### config.mk
export PLATFORM = sky130hd
export DESIGN_NAME = mach_timer
export DESIGN_NICKNAME = d
export VERILOG_FILES = /design/src/rtl/mtimer_pkg.sv /design/src/rtl/mtimer_ctrl.sv /design/src/rtl/mtimer_count.sv /design/src/rtl/mtimer_cmp.sv /design/src/rtl/mach_timer.sv
export SDC_FILE = /design/constraint.sdc
export NUM_CORES = 1
export LEC_CHECK = 0
export BUFFER_PORTS_ARGS = -buffer_cell sky130_fd_sc_hd__buf_2
export CORE_MARGIN = 4
export CORE_UTILIZATION = 56
export CTS_BUF_LIST = sky130_fd_sc_hd__clkbuf_16
export CTS_CLUSTER_SIZE = 20
export DETAILED_ROUTE_END_ITERATION = 12
export PLACE_DENSITY = 0.86
export SLEW_MARGIN = 25
export SYNTH_ARGS = -nofsm -noshare
export SYNTH_HDL_FRONTEND = slang
export SYNTH_HIERARCHICAL = 1
export SYNTH_SLANG_ARGS = --single-unit
export TNS_END_PERCENT = 100
### constraint.sdc
create_clock -name clk_i -period 2.6 [get_ports clk_i]
set_input_delay 0.39 -clock clk_i [delete_from_list [all_inputs] [get_ports clk_i]]
set_output_delay 0.39 -clock clk_i [all_outputs]
set_load 0.005 [all_outputs]
### src/rtl/mtimer_pkg.sv
package mtimer_pkg;
  localparam int ADDR_W = 3;
  localparam int NCORE  = 2;
  localparam int CTRL_W = 2 + NCORE;
  localparam int EN_BIT   = 0;
  localparam int FAST_BIT = 1;
  localparam int PAUSE_LSB = 2;

  typedef enum logic [ADDR_W-1:0] {
    SEL_CTRL = 3'd0,
    SEL_TLO  = 3'd1,
    SEL_THI  = 3'd2,
    SEL_CLO  = 3'd3,
    SEL_CHI  = 3'd4
  } reg_sel_e;

  localparam logic [CTRL_W-1:0] CTRL_RST = {{NCORE{1'b1}}, 1'b0, 1'b1};
endpackage

### src/rtl/mtimer_ctrl.sv
module mtimer_ctrl
  import mtimer_pkg::*;
(
  input  logic              clk_i,
  input  logic              rst_ni,
  input  logic              we_i,
  input  logic [CTRL_W-1:0] wdata_i,
  input  logic              tick_i,
  input  logic [NCORE-1:0]  dbg_halt_i,
  output logic [CTRL_W-1:0] ctrl_o,
  output logic              adv_o
);
  logic [CTRL_W-1:0] ctrl_q;
  logic [NCORE-1:0]  hold;

  always_ff @(posedge clk_i or negedge rst_ni) begin
    if (!rst_ni)   ctrl_q <= CTRL_RST;
    else if (we_i) ctrl_q <= wdata_i;
  end

  for (genvar c = 0; c < NCORE; c++) begin : g_hold
    assign hold[c] = ctrl_q[PAUSE_LSB+c] & dbg_halt_i[c];
  end

  assign adv_o  = ctrl_q[EN_BIT] & (ctrl_q[FAST_BIT] | tick_i) & ~(|hold);
  assign ctrl_o = ctrl_q;
endmodule

### src/rtl/mtimer_count.sv
module mtimer_count #(
  parameter int DW = 32,
  localparam int TW = 2 * DW
) (
  input  logic          clk_i,
  input  logic          rst_ni,
  input  logic          inc_i,
  input  logic          we_lo_i,
  input  logic          we_hi_i,
  input  logic [DW-1:0] wdata_i,
  output logic [TW-1:0] cnt_o
);
  logic [DW-1:0] lo_q, hi_q;

  // any half write blocks the increment for that edge
  always_ff @(posedge clk_i or negedge rst_ni) begin
    if (!rst_ni) begin
      lo_q <= '0;
      hi_q <= '0;
    end else if (we_lo_i || we_hi_i) begin
      if (we_lo_i) lo_q <= wdata_i;
      if (we_hi_i) hi_q <= wdata_i;
    end else if (inc_i) begin
      {hi_q, lo_q} <= {hi_q, lo_q} + TW'(1);
    end
  end

  assign cnt_o = {hi_q, lo_q};


  carry_chk: assert property (@(posedge clk_i) disable iff (!rst_ni)
    inc_i && !we_lo_i && !we_hi_i && (&lo_q) |=> lo_q == '0 && hi_q == $past(hi_q) + DW'(1));


  write_prio_chk: assert property (@(posedge clk_i) disable iff (!rst_ni)
    we_lo_i && !we_hi_i |=> lo_q == $past(wdata_i) && hi_q == $past(hi_q));
endmodule

### src/rtl/mtimer_cmp.sv
module mtimer_cmp #(
  parameter int DW = 32,
  localparam int TW = 2 * DW
) (
  input  logic          clk_i,
  input  logic          rst_ni,
  input  logic          we_lo_i,
  input  logic          we_hi_i,
  input  logic [DW-1:0] wdata_i,
  input  logic [TW-1:0] cnt_i,
  output logic [TW-1:0] cmp_o,
  output logic          irq_o
);
  logic [DW-1:0] lo_q, hi_q;

  always_ff @(posedge clk_i or negedge rst_ni) begin
    if (!rst_ni) begin
      lo_q <= '1;
      hi_q <= '1;
    end else begin
      if (we_lo_i) lo_q <= wdata_i;
      if (we_hi_i) hi_q <= wdata_i;
    end
  end

  assign cmp_o = {hi_q, lo_q};
  assign irq_o = cnt_i >= cmp_o;


  cmp_half_chk: assert property (@(posedge clk_i) disable iff (!rst_ni)
    we_lo_i && !we_hi_i |=> lo_q == $past(wdata_i) && $stable(hi_q));
endmodule

### src/rtl/mach_timer.sv
module mach_timer
  import mtimer_pkg::*;
#(
  parameter int DW = 32,
  localparam int TW = 2 * DW
) (
  input  logic              clk_i,
  input  logic              rst_ni,
  input  logic              tick_i,
  input  logic [NCORE-1:0]  dbg_halt_i,
  input  logic              we_i,
  input  logic [ADDR_W-1:0] addr_i,
  input  logic [DW-1:0]     wdata_i,
  output logic [DW-1:0]     rdata_o,
  output logic              irq_o
);
  logic [CTRL_W-1:0] ctrl;
  logic              adv;
  logic [TW-1:0]     cnt, cmp;
  logic              we_ctrl, we_tlo, we_thi, we_clo, we_chi;

  assign we_ctrl = we_i && addr_i == SEL_CTRL;
  assign we_tlo  = we_i && addr_i == SEL_TLO;
  assign we_thi  = we_i && addr_i == SEL_THI;
  assign we_clo  = we_i && addr_i == SEL_CLO;
  assign we_chi  = we_i && addr_i == SEL_CHI;

  mtimer_ctrl u_ctrl (
    .clk_i, .rst_ni, .we_i(we_ctrl), .wdata_i(wdata_i[CTRL_W-1:0]),
    .tick_i, .dbg_halt_i, .ctrl_o(ctrl), .adv_o(adv)
  );

  mtimer_count #(.DW(DW)) u_count (
    .clk_i, .rst_ni, .inc_i(adv), .we_lo_i(we_tlo), .we_hi_i(we_thi),
    .wdata_i, .cnt_o(cnt)
  );

  mtimer_cmp #(.DW(DW)) u_cmp (
    .clk_i, .rst_ni, .we_lo_i(we_clo), .we_hi_i(we_chi),
    .wdata_i, .cnt_i(cnt), .cmp_o(cmp), .irq_o
  );

  always_comb begin
    unique case (addr_i)
      SEL_CTRL: rdata_o = DW'(ctrl);
      SEL_TLO:  rdata_o = cnt[DW-1:0];
      SEL_THI:  rdata_o = cnt[TW-1:DW];
      SEL_CLO:  rdata_o = cmp[DW-1:0];
      SEL_CHI:  rdata_o = cmp[TW-1:DW];
      default:  rdata_o = '0;
    endcase
  end


  en_freeze_chk: assert property (@(posedge clk_i) disable iff (!rst_ni)
    !ctrl[EN_BIT] && !we_tlo && !we_thi |=> $stable(cnt));

  for (genvar c = 0; c < NCORE; c++) begin : g_pause_chk

    pause_hold_chk: assert property (@(posedge clk_i) disable iff (!rst_ni)
      ctrl[PAUSE_LSB+c] && dbg_halt_i[c] && !we_tlo && !we_thi |=> $stable(cnt));
  end


  irq_eq_chk: assert property (@(posedge clk_i) disable iff (!rst_ni)
    cnt == cmp |-> irq_o);
endmodule

Word level (Yosys, flattened, before mapping). Index checks and enable logic that the tools add are counted.

Bits in registers: 132. Output and inout bits: 33. Bits of input ports: 41.

$add $sub $neg: 1. Mux-type cells: 7. $lt $le $gt $ge: 1. Equality and inequality tests: 6. Reduce and logical (&&, ||, !) cells: 11. Bitwise operators: 6.

Operator list (count): $mux W32 (6); $pmux W32 S5 (1); $add A64 B1 Y64 const B (1); $ge A64 B64 Y1 (1); $eq A3 B2 Y1 const B (2); $logic_and A1 B1 Y1 (5); $and A1 B1 Y1 (4); $ne A2 B1 Y1 const B (2); $reduce_and A2 Y1 (2); $eq A3 B1 Y1 const B (1); $eq A3 B3 Y1 const B (1); $logic_not A3 Y1 (1); $reduce_bool A2 Y1 (1); $reduce_or A2 Y1 (1); $logic_or A1 B1 Y1 (1); $not A1 Y1 (1); $or A1 B1 Y1 (1).

Logic depth before layout (Yosys ltp). Gate-level depths: netlist (run 1).

Word-level depth: 6. Depth in mapped cells: 10. Mapped depth without buffers: 8.

By module. Netlist (run 1), hierarchy kept.

By module, submodules not included: mtimer_count (cells an instance 534, seq. area each 1601.5 µm², area each 4359.2 µm², instances 1); mtimer_cmp (cells an instance 433, seq. area each 1681.6 µm², area each 3878.7 µm², instances 1); mach_timer (cells an instance 129, seq. area each 0.0 µm², area each 996.0 µm², instances 1); mtimer_ctrl (cells an instance 11, seq. area each 103.8 µm², area each 166.4 µm², instances 1).

Worst setup path before layout (run 1). Ideal clock, no wire load.

Path type: register to output. Start: reg u_cmp.hi_q[30]. End: out irq_o. Arrival time: 2.457 ns. Cell stages (with the launch flop): 8. Path buffers: 0. Slack: -0.247 ns. Cell sequence: dfstp_2 inv_1 ha_1 nand4_1 or4_1 or3_1 or4_1 o21ai_1.

Cells in the longest elaborated chain, start to end: 1.

RTL lines: start: declaration (line mtimer_cmp.sv:14) `logic [DW-1:0] lo_q, hi_q;`; start signal: assignment (line mtimer_cmp.sv:22) `if (we_hi_i) hi_q <= wdata_i;`; $ge A64 B64 Y1 (line mtimer_cmp.sv:27) `assign irq_o = cnt_i >= cmp_o;`; end: declaration (line mach_timer.sv:15) `output logic irq_o`.

Every way passes these cells.

Worst setup path after layout (run 1). Same ends and word-level chain as after synthesis.

==> results of run 1 <==
## synthesized netlist by cell type, drive strengths merged, types with 3 or more instances
cell type,n,share of area [%]
xor2,11,1.0
a21oi,45,2.4
nor4,28,2.4
nand4b,3,0.28
dfrtp,65,17
nand3,49,2.7
clkbuf,44,2.0
nand3b,6,0.48
nor2b,4,0.27
ha,65,8.7
o211ai,5,0.40
o31a,5,0.47
o22ai,33,2.2
buf,16,1.1
a221oi,3,0.28
o211a,3,0.32
a31oi,11,0.73
a41oi,4,0.37
o221ai,5,0.53
or4,7,0.60
xnor2,12,1.1
nor3,14,0.75
nand2b,6,0.40
nand4,50,3.6
nand2,142,5.7
mux2i,32,3.4
and2,4,0.28
a21o,3,0.25
o21ai,111,5.9
mux2,8,0.96
o22a,3,0.28
or2,6,0.40
a211oi,8,0.64
and3,17,1.2
or3,10,0.67
inv,71,2.8
dfstp,67,19
a22oi,35,2.8
and4,10,0.95
nor2,61,2.4
## flip-flops by register name (all words and copies together), names as in the netlist
signal and count:
u_count/lo_q 32, u_count/hi_q 32, u_cmp/hi_q 32, u_ctrl/ctrl_o 4
u_cmp/lo_q 32
## per-layer routing
metal	up-vias	share of wire [%]	GRT usage, %
li1	4388	-	-
met1	4681	41	48.41
met2	574	45	54.72
met3	116	9.8	7.487
met4	2	4.5	16.19
met5	-	0.033	0
## power by group
part	internal (mW)	switching (mW)
clock network	1.48	0.912
registers	2.70	0.526
logic	1.42	1.95
## cells in the final DEF, fill, tap and decap left out, types with 8 or more instances in the layout
cell / Yosys / routed
and3_1: 15 / 15
xnor2_1: 12 / 12
a31oi_1: 11 / 11
ha_4: 0 / 9
buf_2: 10 / 72
nor3_1: 14 / 14
dfstp_2: 67 / 67
o22ai_1: 33 / 33
nand3_1: 48 / 48
buf_4: 2 / 111
ha_1: 65 / 56
o21ai_0: 110 / 110
nor2_1: 61 / 60
or3_1: 10 / 9
nand2_1: 142 / 142
dfrtp_1: 65 / 65
and4_1: 9 / 9
xor2_1: 11 / 11
nor4_1: 23 / 23
mux2_2: 8 / 8
inv_2: 0 / 9
a22oi_1: 34 / 34
inv_1: 71 / 65
clkbuf_16: 0 / 17
a211oi_1: 8 / 8
a21oi_1: 45 / 45
nand4_1: 48 / 48
mux2i_1: 32 / 32
## worst paths after layout
kind,from,end
max,u_cmp/hi_q[30],irq_o
min,wdata_i[10],u_cmp/hi_q[10]
max reg2reg,u_count/lo_q[0],u_count/hi_q[30]
min reg2reg,u_cmp/hi_q[20],u_cmp/hi_q[20]
max in group asynchronous,rst_ni,u_cmp/lo_q[12]
min in group asynchronous,rst_ni,u_count/hi_q[29]
## cells by family after synthesis
logic type | synth area share (%)
AND/OR/NAND/NOR | 23.73
AO/OA/AOI/OAI | 19.18
flip-flops | 36.03
buffers and inverters | 5.896
adder cells (fa/ha/maj) | 8.652
multiplexers | 4.366
XOR/XNOR | 2.143
## worst max-delay path, delay by kind of cell, from the launching register on
| kind | cells | cell delay [ps] |
|---|---|---|
| AND/OR/NAND/NOR | 4 | 1450 |
| adder cells (fa/ha/maj) | 1 | 300 |
| AO/OA/AOI/OAI | 1 | 150 |
| flip-flops | 1 | 530 |
| buffers and inverters | 2 | 190 |
## final cells by class
| cell class | count | area (um^2) | share of cell area, % |
|---|---|---|---|
| clock buffer | 17 | 425.4 | 3.729 |
| tap | 220 | 275.3 | 2.413 |
| clock inverter | 15 | 150.1 | 1.316 |
| timing repair buffer | 188 | 1275 | 11.18 |
| sequential | 132 | 3387 | 29.69 |
| inverter | 71 | 266.5 | 2.336 |
| multi-input combinational | 844 | 5628 | 49.34 |
## repair_timing
item                                    4_1_cts  5_1_grt
hold endpoints to repair                      9        0
hold buffers                                  1        0
endpoints found under the setup margin        1        1
cloned                                        0        0
pin swaps                                     6        2
setup buffers                                 0        0
gates resized for setup                      12        0
==> reports/results.ini, run 1 <==
[logic_synthesis]
syn_area_per_cell_um2 = 8.492
synth.cell_area_mm2 = 0.009400
synth_edf_count = 0
synth_async_sr_flop_share_pct = 100.0
synthCells = 1107
yosys_warnings = 6
synth_nets = 1213
ys_seq_area_share_pct = 36.03
ys_seq_elements = 132
synth_flop_cell = dfstp_2
synth.distinct_cells = 77

[routing]
drt_first_iter_violations = 1193
vias_per_cell = 6.564
wl_mm = 33.22
route.detailed.drc = 0
first_pass_iters = 9
vias = 9761
wl_per_cell_um = 22.34
antenna_left = 0

[place]
place_hpwl_mm = 24.71
io_buffers = 73
gp_congestion = 1.050
dp_cells = 1454
place_ws_ps = -520.1
dpl_cell_area_mm2 = 0.01076

[cts]
cts_max_path_buffers = 2
cts_sinks = 132
cts_tree = yes
cts.reportedPaths.clkPinSlew_ps = 60
cts-root-buf = clkbuf_16
cts_buffers = 17
htreeDepth = 4
clkLatencyLatePin_ps = 420

[final_layout]
fillCellCount = 1295
area_growth_pct = 21.35
fin_util_pct = 69.03
nets = 1360
drive_above_1_share_pct = 26.68
diodes = 0
final_area_mm2 = 0.01141
final-instance-count-excl-fill = 1487

[global_routing]
grtUsageTotal_pct = 35.64
grt_max_degree = 81
grt_pass1_vias = 9378
overflow = 0
antenna_found_initial = 1
grt_pass1_wl_mm = 51.61

[worst_setup_path]
cp-end-kind = output pin
cp_data_arrival_time_ps = 3040
cp_max_fo = 3
required_ps = 2210
r2r_slack_ps = 140
r2r_cells = 9
slowest_stage = dfstp_2
max_stage_delay_ps = 530
path_class = reg2out
startpoint_type = flop
crit_top_cell = or4_4
path_cells = inv_1 > ha_1 > nand4_1 > or4_4 > or3_4 > or4_4 > o21ai_2 > buf_2

[timing]
setup_slack_ps = -834.5
finalMaxSlewViolations = 0
tightest_slew_ps = 576.2
relSlewSlack_pct = 61.50
skew_ps = 9.275
fmax_ghz = 0.2912
hold_viol = 0
setup_tns_ps = -834.5
period_minus_slack_ps = 3434
finalSetupViolCount = 1
hold_slack_ps = 217.5
timing.final.crit_share_pct = 132.1
rsz0062_at_grt = yes

[run_status]
violations = setup timing
outcome = complete, but fails checks

[floorplan]
fp-row-count = 47
ios = 74
core_mm2 = 0.01652
die_h_um = 137.6
start_util_pct = 56.89
die-width_um = 137.6
die-area_mm2 = 0.01892

[power_and_ir_drop]
power_per_cell_area_mw_per_mm2 = 788.1
p_total_mw = 8.990
power_leakage_nw = 4.770
ir_drop_v = 0.0004682

[job]
drv_cap = 0

[worst_hold_path]
whs_path_depth = 3
min_path_type = in2reg

(Power assumes the default switching activity.)
==> run 2: changes to the inputs <==
- CELL_PAD_IN_SITES_DETAIL_PLACEMENT: default -> 0
- CELL_PAD_IN_SITES_GLOBAL_PLACEMENT: default -> 1
- CORE_UTILIZATION: 56 -> 42
- HOLD_SLACK_MARGIN: default -> 0.15
- PLACE_DENSITY: 0.86 -> 0.85
==> reports/results.ini, run 2 (synthesis results as in run 1) <==
[run_status]
outcome = complete, but fails checks  ; unchanged
violations = setup timing  ; unchanged

[floorplan]
die_h_um = 157.6  ; was 137.6 um
start_util_pct = 42.94  ; was 56.89%
die-area_mm2 = 0.02484  ; was 0.01892 mm^2
core_mm2 = 0.02189  ; was 0.01652 mm^2
die-width_um = 157.6  ; was 137.6 um
ios = 74  ; unchanged
fp-row-count = 54  ; was 47

[routing]
route.detailed.drc = 0  ; unchanged
first_pass_iters = 5  ; was 9
wl_per_cell_um = 22.15  ; was 22.34 um
drt_first_iter_violations = 1095  ; was 1,193
antenna_left = 0  ; unchanged
vias = 9562  ; was 9,761
wl_mm = 34.62  ; was 33.22 mm
vias_per_cell = 6.118  ; was 6.564

[cts]
cts_buffers = 17  ; unchanged
htreeDepth = 4  ; unchanged
cts_sinks = 132  ; unchanged
cts_tree = yes  ; unchanged
cts-root-buf = clkbuf_16  ; unchanged
cts_max_path_buffers = 2  ; unchanged
post_cts_buffers = 0  ; unchanged
cts.reportedPaths.clkPinSlew_ps = 60  ; about the same
clkLatencyLatePin_ps = 430  ; was 420 ps

[power_and_ir_drop]
power_per_cell_area_mw_per_mm2 = 766.7  ; was 788.1 mW/mm^2
ir_drop_v = 0.0003951  ; was 0.0004682 V
power_leakage_nw = 4.830  ; was 4.770 nW

[job]
drv_cap = 0  ; unchanged

[worst_setup_path]
path_cells = inv_2 > ha_4 > nand4_1 > or4_4 > or3_4 > or4_4 > o21ai_2 > buf_2  ; was inv_1 > ha_1 > nand4_1 > or4_4 > or3_4 > or4_4 > o21ai_2 > buf_2
endpoint = irq_o  ; unchanged
crit_top_cell = or4_4  ; unchanged
r2r-end = u_count/hi_q[11]  ; was u_count/hi_q[30]
slowest_stage = or4_4  ; was dfstp_2
path_class = reg2out  ; unchanged
r2r_cells = 6  ; was 9
r2r_start = u_count/lo_q[22]  ; was u_count/lo_q[0]
r2r_slack_ps = 130  ; was 140 ps
max_stage_delay_ps = 570  ; was 530 ps
cp_max_fo = 2  ; was 3
startpoint_type = flop  ; unchanged
crit_start = u_cmp/hi_q[18]  ; was u_cmp/hi_q[30]
required_ps = 2210  ; about the same
cp_data_arrival_time_ps = 3060  ; was 3040 ps
cp-end-kind = output pin  ; unchanged

[global_routing]
grt_pass1_vias = 9219  ; was 9,378
grtUsageTotal_pct = 28.21  ; was 35.64%
use_met2_pct = 44.11  ; was 54.72%
grt_max_degree = 75  ; was 81
gr-usage-met3_pct = 5.385  ; was 7.487%
grt_pass1_wl_mm = 53.71  ; was 51.61 mm
antenna_found_initial = 1  ; unchanged
use_met1_pct = 38.84  ; was 48.41%
grt_busiest_layer = met2  ; unchanged
overflow = 0  ; unchanged

[final_layout]
drive_above_1_share_pct = 27.20  ; was 26.68%
nets = 1376  ; was 1,360
final-instance-count-excl-fill = 1563  ; was 1,487
diodes = 0  ; unchanged
area_growth_pct = 22.53  ; was 21.35%
final_common_cell = nand2_1  ; unchanged
layout_common_cells = nand2_1, buf_4, o21ai_0, buf_2, inv_1  ; was nand2_1, buf_4, o21ai_0, buf_2, dfstp_2

[place]
place_hpwl_mm = 26.51  ; was 24.71 mm
io_buffers = 73  ; unchanged
gp_congestion = 0.9991  ; was 1.050
dp_cells = 1530  ; was 1,454

[timing]
relSlewSlack_pct = 46.69  ; was 61.50%
timing.final.crit_share_pct = 132.7  ; was 132.1%
setup_slack_ps = -850.1  ; was -834.5 ps
rsz0062_at_grt = yes  ; unchanged
tightest_slew_ps = 796.6  ; was 576.2 ps
skew_ps = 12.57  ; was 9.275 ps
hold_viol = 0  ; unchanged
period_minus_slack_ps = 3450  ; was 3434 ps
fmax_ghz = 0.2898  ; was 0.2912 GHz
hold_slack_ps = 209.0  ; was 217.5 ps
finalSetupViolCount = 1  ; unchanged
finalMaxSlewViolations = 0  ; unchanged

[worst_hold_path]
min_path_type = in2reg  ; unchanged
hold_start = wdata_i[8]  ; was wdata_i[10]

## run 2: changes by cell type in the layout (fill, tap and decap cells not counted), sizes merged
cell	previous run	this run
buf	187	203
bufinv	3	1
clkinv	5	6
inv	74	75
## run 2: per-layer routing
metal	up-vias	wire [um]
li1	4426	-
met2	423	15810
met1	4640	15040
met4	2	1081
met5	-	13
met3	71	2679
## run 2: power breakdown
part | total (mW) | internal [mW] | switching (mW)
clock network | 2.24 | 1.28 | 0.956
registers | 3.20 | 2.70 | 0.503
logic | 3.39 | 1.45 | 1.95
total | 8.83 | 5.43 | 3.40
## run 2: how the worst min path moves through the flow
| stage | to | slack (ps) | depth (start not counted) |
|---|---|---|---|
| finish | u_cmp/hi_q[8] | 210 | 3 |
| global route | u_cmp/hi_q[14] | 200 | 3 |
| CTS | u_cmp/hi_q[8] | 190 | 3 |
| detailed placement | u_count/lo_q[30] | 310 | 1 |
| global placement | u_count/lo_q[30] | 310 | 1 |
| floorplan | u_count/hi_q[0] | 90 | 0 |
## run 2: what timing repair did
item	4_1_cts	5_1_grt
pin swaps	4	2
setup endpoints to repair	1	4
hold buffers	1	0
endpoints found under the hold margin	31	0
gates resized for setup	6	1
## run 2: per-stage QoR
stage	cell area (um^2)	worst slack, ps	total power [mW]	setup TNS [ps]	util, %
6_report	11520	-850.1	8.832	-850.1	52.62
5_1_grt	11520	-951.8	9.408	-951.8	52.62
4_1_cts	11520	-862.5	8.812	-862.5	52.62
3_5_place_dp	10950	-534.8	6.523	-534.8	50.02
3_3_place_gp	10950	-492.6	6.450	-492.6	50.02
2_1_floorplan	9463	-137.7	5.026	-137.7	-
## run 2: area by class of cell
class,count,area [um^2]
Clock inverter,15,103.9
Inverter,71,266.5
Timing Repair Buffer,204,1395
Tap cell,280,350.3
Clock buffer,17,425.4
Fill cell,2053,10370
Multi-Input combinational cell,844,5590
Sequential cell,132,3387
## run 2: worst max-delay path, delay by kind of cell, from the launching register on
kind / cells / cell delay [ps]
and+or+nand+nor: 4 / 1510
DFF: 1 / 540
adders and majority gates: 1 / 260
buffers and inverters: 2 / 180
AOI/OAI and AO/OA: 1 / 140
